==> src/rtl/irq_pkg.sv <==
package irq_pkg;
    localparam int REG_W    = 8;
    localparam int B_RXERR  = 0;
    localparam int B_TXERR  = 1;
    localparam int B_TXDONE = 3;
    localparam int B_LINK   = 4;
    localparam int B_DMA    = 5;
    localparam int B_PKT    = 6;
    localparam int B_GLOBAL = 7;

    localparam logic [REG_W-1:0] LATCH_MASK  = (REG_W'(1) << B_RXERR) | (REG_W'(1) << B_TXERR)
                                             | (REG_W'(1) << B_TXDONE) | (REG_W'(1) << B_DMA);
    localparam logic [REG_W-1:0] GLOBAL_MASK = REG_W'(1) << B_GLOBAL;
    localparam logic [REG_W-1:0] EN_MASK     = LATCH_MASK | (REG_W'(1) << B_LINK)
                                             | (REG_W'(1) << B_PKT) | GLOBAL_MASK;

    typedef enum logic [1:0] {
        OP_NONE  = 2'b00,
        OP_WRITE = 2'b01,
        OP_SET   = 2'b10,
        OP_CLR   = 2'b11
    } host_op_e;

    typedef enum logic [1:0] {
        ST_QUIET   = 2'b00,
        ST_BLOCKED = 2'b01,
        ST_ASSERT  = 2'b10
    } irq_state_e;

    function automatic logic [REG_W-1:0] apply_op(input host_op_e op,
                                                  input logic [REG_W-1:0] cur,
                                                  input logic [REG_W-1:0] data);
        logic [REG_W-1:0] res;
        unique case (op)
            OP_WRITE: res = data;
            OP_SET:   res = cur | data;
            OP_CLR:   res = cur & ~data;
            default:  res = cur;
        endcase
        return res;
    endfunction
endpackage

==> src/rtl/irq_flag_reg.sv <==
module irq_flag_reg
    import irq_pkg::*;
#(
    parameter int CNT_W = 8
) (
    input  logic             clk,
    input  logic             rst_n,
    input  host_op_e         op,
    input  logic             sel_flags,
    input  logic [REG_W-1:0] host_data,
    input  logic             ev_rx_err,
    input  logic             ev_tx_err,
    input  logic             ev_tx_done,
    input  logic             ev_dma_done,
    input  logic [CNT_W-1:0] pkt_count,
    input  logic             phy_link_flag,
    input  logic             phy_link_ie,
    output logic [REG_W-1:0] flag_q
);
    logic [REG_W-1:0] ev_vec;
    logic [REG_W-1:0] host_next;
    logic [REG_W-1:0] flag_d;
    logic             link_lvl;
    logic             pkt_nz;
    logic             host_we;

    always_comb begin
        ev_vec           = '0;
        ev_vec[B_RXERR]  = ev_rx_err;
        ev_vec[B_TXERR]  = ev_tx_err;
        ev_vec[B_TXDONE] = ev_tx_done;
        ev_vec[B_DMA]    = ev_dma_done;
    end

    assign host_we   = sel_flags && (op != OP_NONE);
    assign host_next = host_we ? apply_op(op, flag_q, host_data) : flag_q;
    assign link_lvl  = phy_link_flag & phy_link_ie;
    assign pkt_nz    = |pkt_count;

    for (genvar b = 0; b < REG_W; b++) begin : g_bit
        if (LATCH_MASK[b]) begin : g_latch
            assign flag_d[b] = host_next[b] | ev_vec[b];
        end else if (b == B_LINK) begin : g_link
            assign flag_d[b] = link_lvl;
        end else if (b == B_PKT) begin : g_pkt
            assign flag_d[b] = pkt_nz;
        end else begin : g_rsvd
            assign flag_d[b] = 1'b0;
        end
    end

    always_ff @(posedge clk or negedge rst_n) begin
        if (!rst_n) flag_q <= '0;
        else        flag_q <= flag_d;
    end

    assert_set_wins_R6: assert property (@(posedge clk) disable iff (!rst_n)
        (ev_vec != '0) |=> ((flag_q & $past(ev_vec)) == $past(ev_vec)));

    assert_clear_only_mask_R5: assert property (@(posedge clk) disable iff (!rst_n)
        (host_we && op == OP_CLR && ev_vec == '0)
        |=> ((flag_q & LATCH_MASK) == ($past(flag_q) & ~$past(host_data) & LATCH_MASK)));

    assert_link_level_R3: assert property (@(posedge clk) disable iff (!rst_n)
        (phy_link_flag && phy_link_ie) |=> flag_q[B_LINK]);

    assert_link_gated_R3: assert property (@(posedge clk) disable iff (!rst_n)
        !(phy_link_flag && phy_link_ie) |=> !flag_q[B_LINK]);
endmodule

==> src/rtl/irq_enable_reg.sv <==
module irq_enable_reg
    import irq_pkg::*;
(
    input  logic             clk,
    input  logic             rst_n,
    input  host_op_e         op,
    input  logic             sel_en,
    input  logic [REG_W-1:0] host_data,
    output logic [REG_W-1:0] en_q
);
    logic host_we;
    assign host_we = sel_en && (op != OP_NONE);

    always_ff @(posedge clk or negedge rst_n) begin
        if (!rst_n)       en_q <= '0;
        else if (host_we) en_q <= apply_op(op, en_q, host_data) & EN_MASK;
    end
endmodule

==> src/rtl/irq_out_fsm.sv <==
module irq_out_fsm
    import irq_pkg::*;
(
    input  logic             clk,
    input  logic             rst_n,
    input  logic [REG_W-1:0] flags,
    input  logic [REG_W-1:0] enables,
    output logic             irq_n
);
    irq_state_e state_q;
    irq_state_e nxt;
    logic       pend;
    logic       glob;

    assign pend = |(flags & enables & ~GLOBAL_MASK);
    assign glob = |(enables & GLOBAL_MASK);

    always_comb begin
        unique case (state_q)
            ST_QUIET: begin
                if (pend) nxt = glob ? ST_ASSERT : ST_BLOCKED;
                else      nxt = ST_QUIET;
            end
            ST_BLOCKED: begin
                if (!pend)     nxt = ST_QUIET;
                else if (glob) nxt = ST_ASSERT;
                else           nxt = ST_BLOCKED;
            end
            ST_ASSERT: begin
                if (!pend)      nxt = ST_QUIET;
                else if (!glob) nxt = ST_BLOCKED;
                else            nxt = ST_ASSERT;
            end
            default: nxt = ST_QUIET;
        endcase
    end

    always_ff @(posedge clk or negedge rst_n) begin
        if (!rst_n) state_q <= ST_QUIET;
        else        state_q <= nxt;
    end

    always_ff @(posedge clk or negedge rst_n) begin
        if (!rst_n) irq_n <= 1'b1;
        else        irq_n <= (nxt != ST_ASSERT);
    end

    assert_fall_qualified_R7: assert property (@(posedge clk) disable iff (!rst_n)
        $fell(irq_n) |-> ($past(glob) && $past(pend)));

    assert_global_off_high_R8: assert property (@(posedge clk) disable iff (!rst_n)
        !glob |=> irq_n);

    assert_release_R9: assert property (@(posedge clk) disable iff (!rst_n)
        !pend |=> irq_n);
endmodule

==> src/rtl/irq_flag_ctrl.sv <==
module irq_flag_ctrl
    import irq_pkg::*;
#(
    parameter int CNT_W = 8
) (
    input  logic             clk,
    input  logic             rst_n,
    input  logic [1:0]       host_op,
    input  logic             host_sel,
    input  logic [REG_W-1:0] host_data,
    input  logic             ev_rx_err,
    input  logic             ev_tx_err,
    input  logic             ev_tx_done,
    input  logic             ev_dma_done,
    input  logic [CNT_W-1:0] pkt_count,
    input  logic             phy_link_flag,
    input  logic             phy_link_ie,
    output logic [REG_W-1:0] flags_rd,
    output logic [REG_W-1:0] enables_rd,
    output logic             irq_n
);
    host_op_e op;
    assign op = host_op_e'(host_op);

    irq_flag_reg #(.CNT_W(CNT_W)) u_flags (
        .clk(clk), .rst_n(rst_n), .op(op), .sel_flags(!host_sel),
        .host_data(host_data), .ev_rx_err(ev_rx_err), .ev_tx_err(ev_tx_err),
        .ev_tx_done(ev_tx_done), .ev_dma_done(ev_dma_done), .pkt_count(pkt_count),
        .phy_link_flag(phy_link_flag), .phy_link_ie(phy_link_ie), .flag_q(flags_rd)
    );

    irq_enable_reg u_enables (
        .clk(clk), .rst_n(rst_n), .op(op), .sel_en(host_sel),
        .host_data(host_data), .en_q(enables_rd)
    );

    irq_out_fsm u_out (
        .clk(clk), .rst_n(rst_n), .flags(flags_rd), .enables(enables_rd), .irq_n(irq_n)
    );
endmodule

==> config.mk <==
export PLATFORM = sky130hd
export DESIGN_NAME = irq_flag_ctrl
export DESIGN_NICKNAME = d
export VERILOG_FILES = /design/src/rtl/irq_pkg.sv /design/src/rtl/irq_flag_reg.sv /design/src/rtl/irq_enable_reg.sv /design/src/rtl/irq_out_fsm.sv /design/src/rtl/irq_flag_ctrl.sv
export SDC_FILE = /design/constraint.sdc
export NUM_CORES = 1
export LEC_CHECK = 0
export BUFFER_PORTS_ARGS = -buffer_cell sky130_fd_sc_hd__buf_2
export CAP_MARGIN = 5
export CORE_UTILIZATION = 45
export CTS_BUF_LIST = sky130_fd_sc_hd__clkbuf_2 sky130_fd_sc_hd__clkbuf_4 sky130_fd_sc_hd__clkbuf_8
export DETAILED_ROUTE_END_ITERATION = 16
export PLACE_DENSITY = 0.9
export SYNTH_ARGS = -nofsm -noshare
export SYNTH_HDL_FRONTEND = slang
export SYNTH_SLANG_ARGS = --single-unit
export TNS_END_PERCENT = 10
==> constraint.sdc <==
create_clock -name clk -period 2.9 [get_ports clk]
set_input_delay 0.29 -clock clk [delete_from_list [all_inputs] [get_ports clk]]
set_output_delay 0.29 -clock clk [all_outputs]
set_load 0.01 [all_outputs]
==> impl_metrics.json <==
{
  "outcome": "finished clean",
  "syn-mean-instance-area_um2": 10.05,
  "drive_gt1_frac": 0.3492,
  "fmax_mhz": 819.8,
  "yosys_warnings": 0,
  "synthCells": 86,
  "netlist_area_um2": 864.6,
  "period_minus_slack_ns": 1.220,
  "cts_sinks": 16,
  "grt_usage": 0.2095,
  "critPathBufInv": 1,
  "leakagePower_nw": 0.5478,
  "setup_viol": 0,
  "clk_pin_slew_ns": 0.09,
  "min_period_over_period": 0.4206,
  "grt_pass1_vias": 718,
  "power_density_mw_per_mm2": 537.1,
  "placed_area_mm2": 0.001055,
  "cp_top_family": "flip-flops",
  "synth_seq_cells": 16,
  "clock_skew_ns": 0.002171,
  "ys_types": 21,
  "viasPerCell": 5.344,
  "seq_area_frac_synth": 0.4645,
  "io_buffer_count": 39,
  "area_delta_synth_final_pct": 27.35,
  "drc": 0,
  "path_cells": "buf_2",
  "die_x_um": 45.83,
  "hold_class": "input port to flip-flop",
  "grt_setup_unrepaired": "false",
  "grt_max_degree": 17,
  "num_vias": 807,
  "end_kind": "primary output",
  "r2r_cells": 3,
  "slowest_stage": "dfstp_2",
  "fin_tns_setup_ns": 0,
  "cp.depth": 1,
  "yosysTopAreaCellShare": 0.4342,
  "finalWirelength_um": 1926,
  "numCtsBuffers": 3,
  "hold_violations": 0,
  "crit_fanout": 1,
  "final_cell_area_mm2": 0.001101,
  "place_hpwl_um": 1510,
  "tritoncts": "yes",
  "cts_setup_buffers": 0,
  "critPathRequiredTime_ns": 2.61,
  "synthTopCellsByArea": "dfrtp_1, mux2i_1, a22oi_1, nor3_1, o21ai_1",
  "max_cap_viol_count": 0,
  "dr.pass1.iters": 4,
  "critPathKind": "flip-flop to primary output",
  "pin_count": 44,
  "grt_overflow": 0,
  "drt-initial-drc-count": 20,
  "die-area_mm2": 0.002100,
  "wire_per_inst_um": 12.75,
  "core-area_mm2": 0.001764,
  "critPathArrivalTime_ns": 0.93,
  "num_rows": 15,
  "place.gp.congestion": 0.7811,
  "cpPeakStageDelay_ns": 0.52,
  "num-nets-final": 154,
  "htree_levels": 1,
  "antenna_cells": 0,
  "grt_pass1_wl_um": 3077,
  "initial_core_util": 0.4901,
  "cts_root_buf": "clkbuf_4",
  "peakVddDrop_mv": 0.2953,
  "die_y_um": 45.83,
  "drt.antenna.violating_nets": 0,
  "cts_max_path_buffers": 2,
  "start_kind": "flip-flop",
  "yosysTopAreaCell": "dfrtp_1",
  "antenna_found_initial": 0,
  "clock_latency_ns": 0.30,
  "slew_viol_final": 0,
  "whs_path_depth": 3
}
[layout by cell type (no fill, tap or decap), drive strengths merged, types with 4 or more instances in the layout]
master and instances:
o31ai 4, nor2b 4, inv 5, mux2i 11
nand2 4, o21ai 7, a22oi 10, buf 39
dfrtp 15, nor3 8, clkbuf 4
[sequential cells by signal, summed over array words and instances (netlist names)]
register and cells:
u_out.irq_n 1, u_flags.flag_q 6, u_enables.en_q 7, u_out.state_q 2
[Yosys cell counts]
master     n
and3_1     1
nor2b_1    4
buf_4      3
nor4_1     2
and2_1     1
nand3_1    2
o21ai_1    7
buf_2      2
nand2b_1   1
nor3_1     8
buf_6      1
and3b_1    2
o31ai_1    4
nand2_1    4
inv_1      5
dfstp_2    1
conb_1     1
dfrtp_1   15
a22oi_1   10
mux2i_1   11
and2b_1    1
[worst min-delay path, stage by stage]
cell,delay (ns)
buf_2,0.07
nor4_1,0.03
nand2_1,0.05
[cell type report]
type	instances	area (um2)
fill	159	663.1
multi-input combinational	61	407.9
sequential	16	401.6
timing repair buffer	40	205.2
clock buffer	4	36.28
tap	25	31.28
inverter	5	18.77
[kinds of logic after synthesis]
family	after synthesis	synth area share
AND/OR/NAND/NOR	26	0.1693
AO/OA/AOI/OAI	21	0.1621
flip-flops	16	0.4645
multiplexers	11	0.1274
buffers and inverters	11	0.07236
other	1	0.004337
[final timing paths]
kind	start	to	slack, ns
setup / recovery	u_out.irq_n	irq_n	1.68
hold / removal	pkt_count[2]	u_flags.flag_q[6]	0.17
setup reg to reg	u_flags.flag_q[1]	u_out.state_q[1]	1.80
hold reg to reg	u_out.state_q[1]	u_out.irq_n	0.52
max in group asynchronous	rst_n	u_out.irq_n	2.18
min in group asynchronous	rst_n	u_enables.en_q[4]	0.42
[power by group]
| group | total (mW) | switching [mW] | internal, mW |
|---|---|---|---|
| sequential | 0.292 | 0.0294 | 0.262 |
| clock | 0.151 | 0.0748 | 0.0767 |
| combinational | 0.148 | 0.0771 | 0.0709 |
| total | 0.591 | 0.181 | 0.410 |
[per-layer routing]
metal  GRT usage  routed length, um
met5           0                  0
met4     0.08824                 26
met3     0.06746                157
met2      0.3571                971
met1      0.2399                770
[timing repair]
| action | in CTS | in global routing |
|---|---|---|
| resized for setup | 0 | 0 |
| hold endpoints to repair | 15 | 0 |
| hold buffers | 1 | 0 |
[metrics by stage]
step | power [mW] | utilization | setup slack, ns | hold slack, ns | cells
floorplan | 0.3777 | - | 1.826 | -0.005591 | 88
global placement | 0.4346 | 0.5979 | 1.768 | 0.2125 | 146
detailed placement | 0.4435 | 0.5979 | 1.722 | 0.2108 | 146
CTS | 0.5931 | 0.6241 | 1.674 | 0.1742 | 151
global route | 0.6267 | 0.6241 | 1.625 | 0.1686 | 151
finish | 0.5914 | 0.6241 | 1.680 | 0.1731 | 151
No activity file was read; power rests on OpenSTA's default activity.
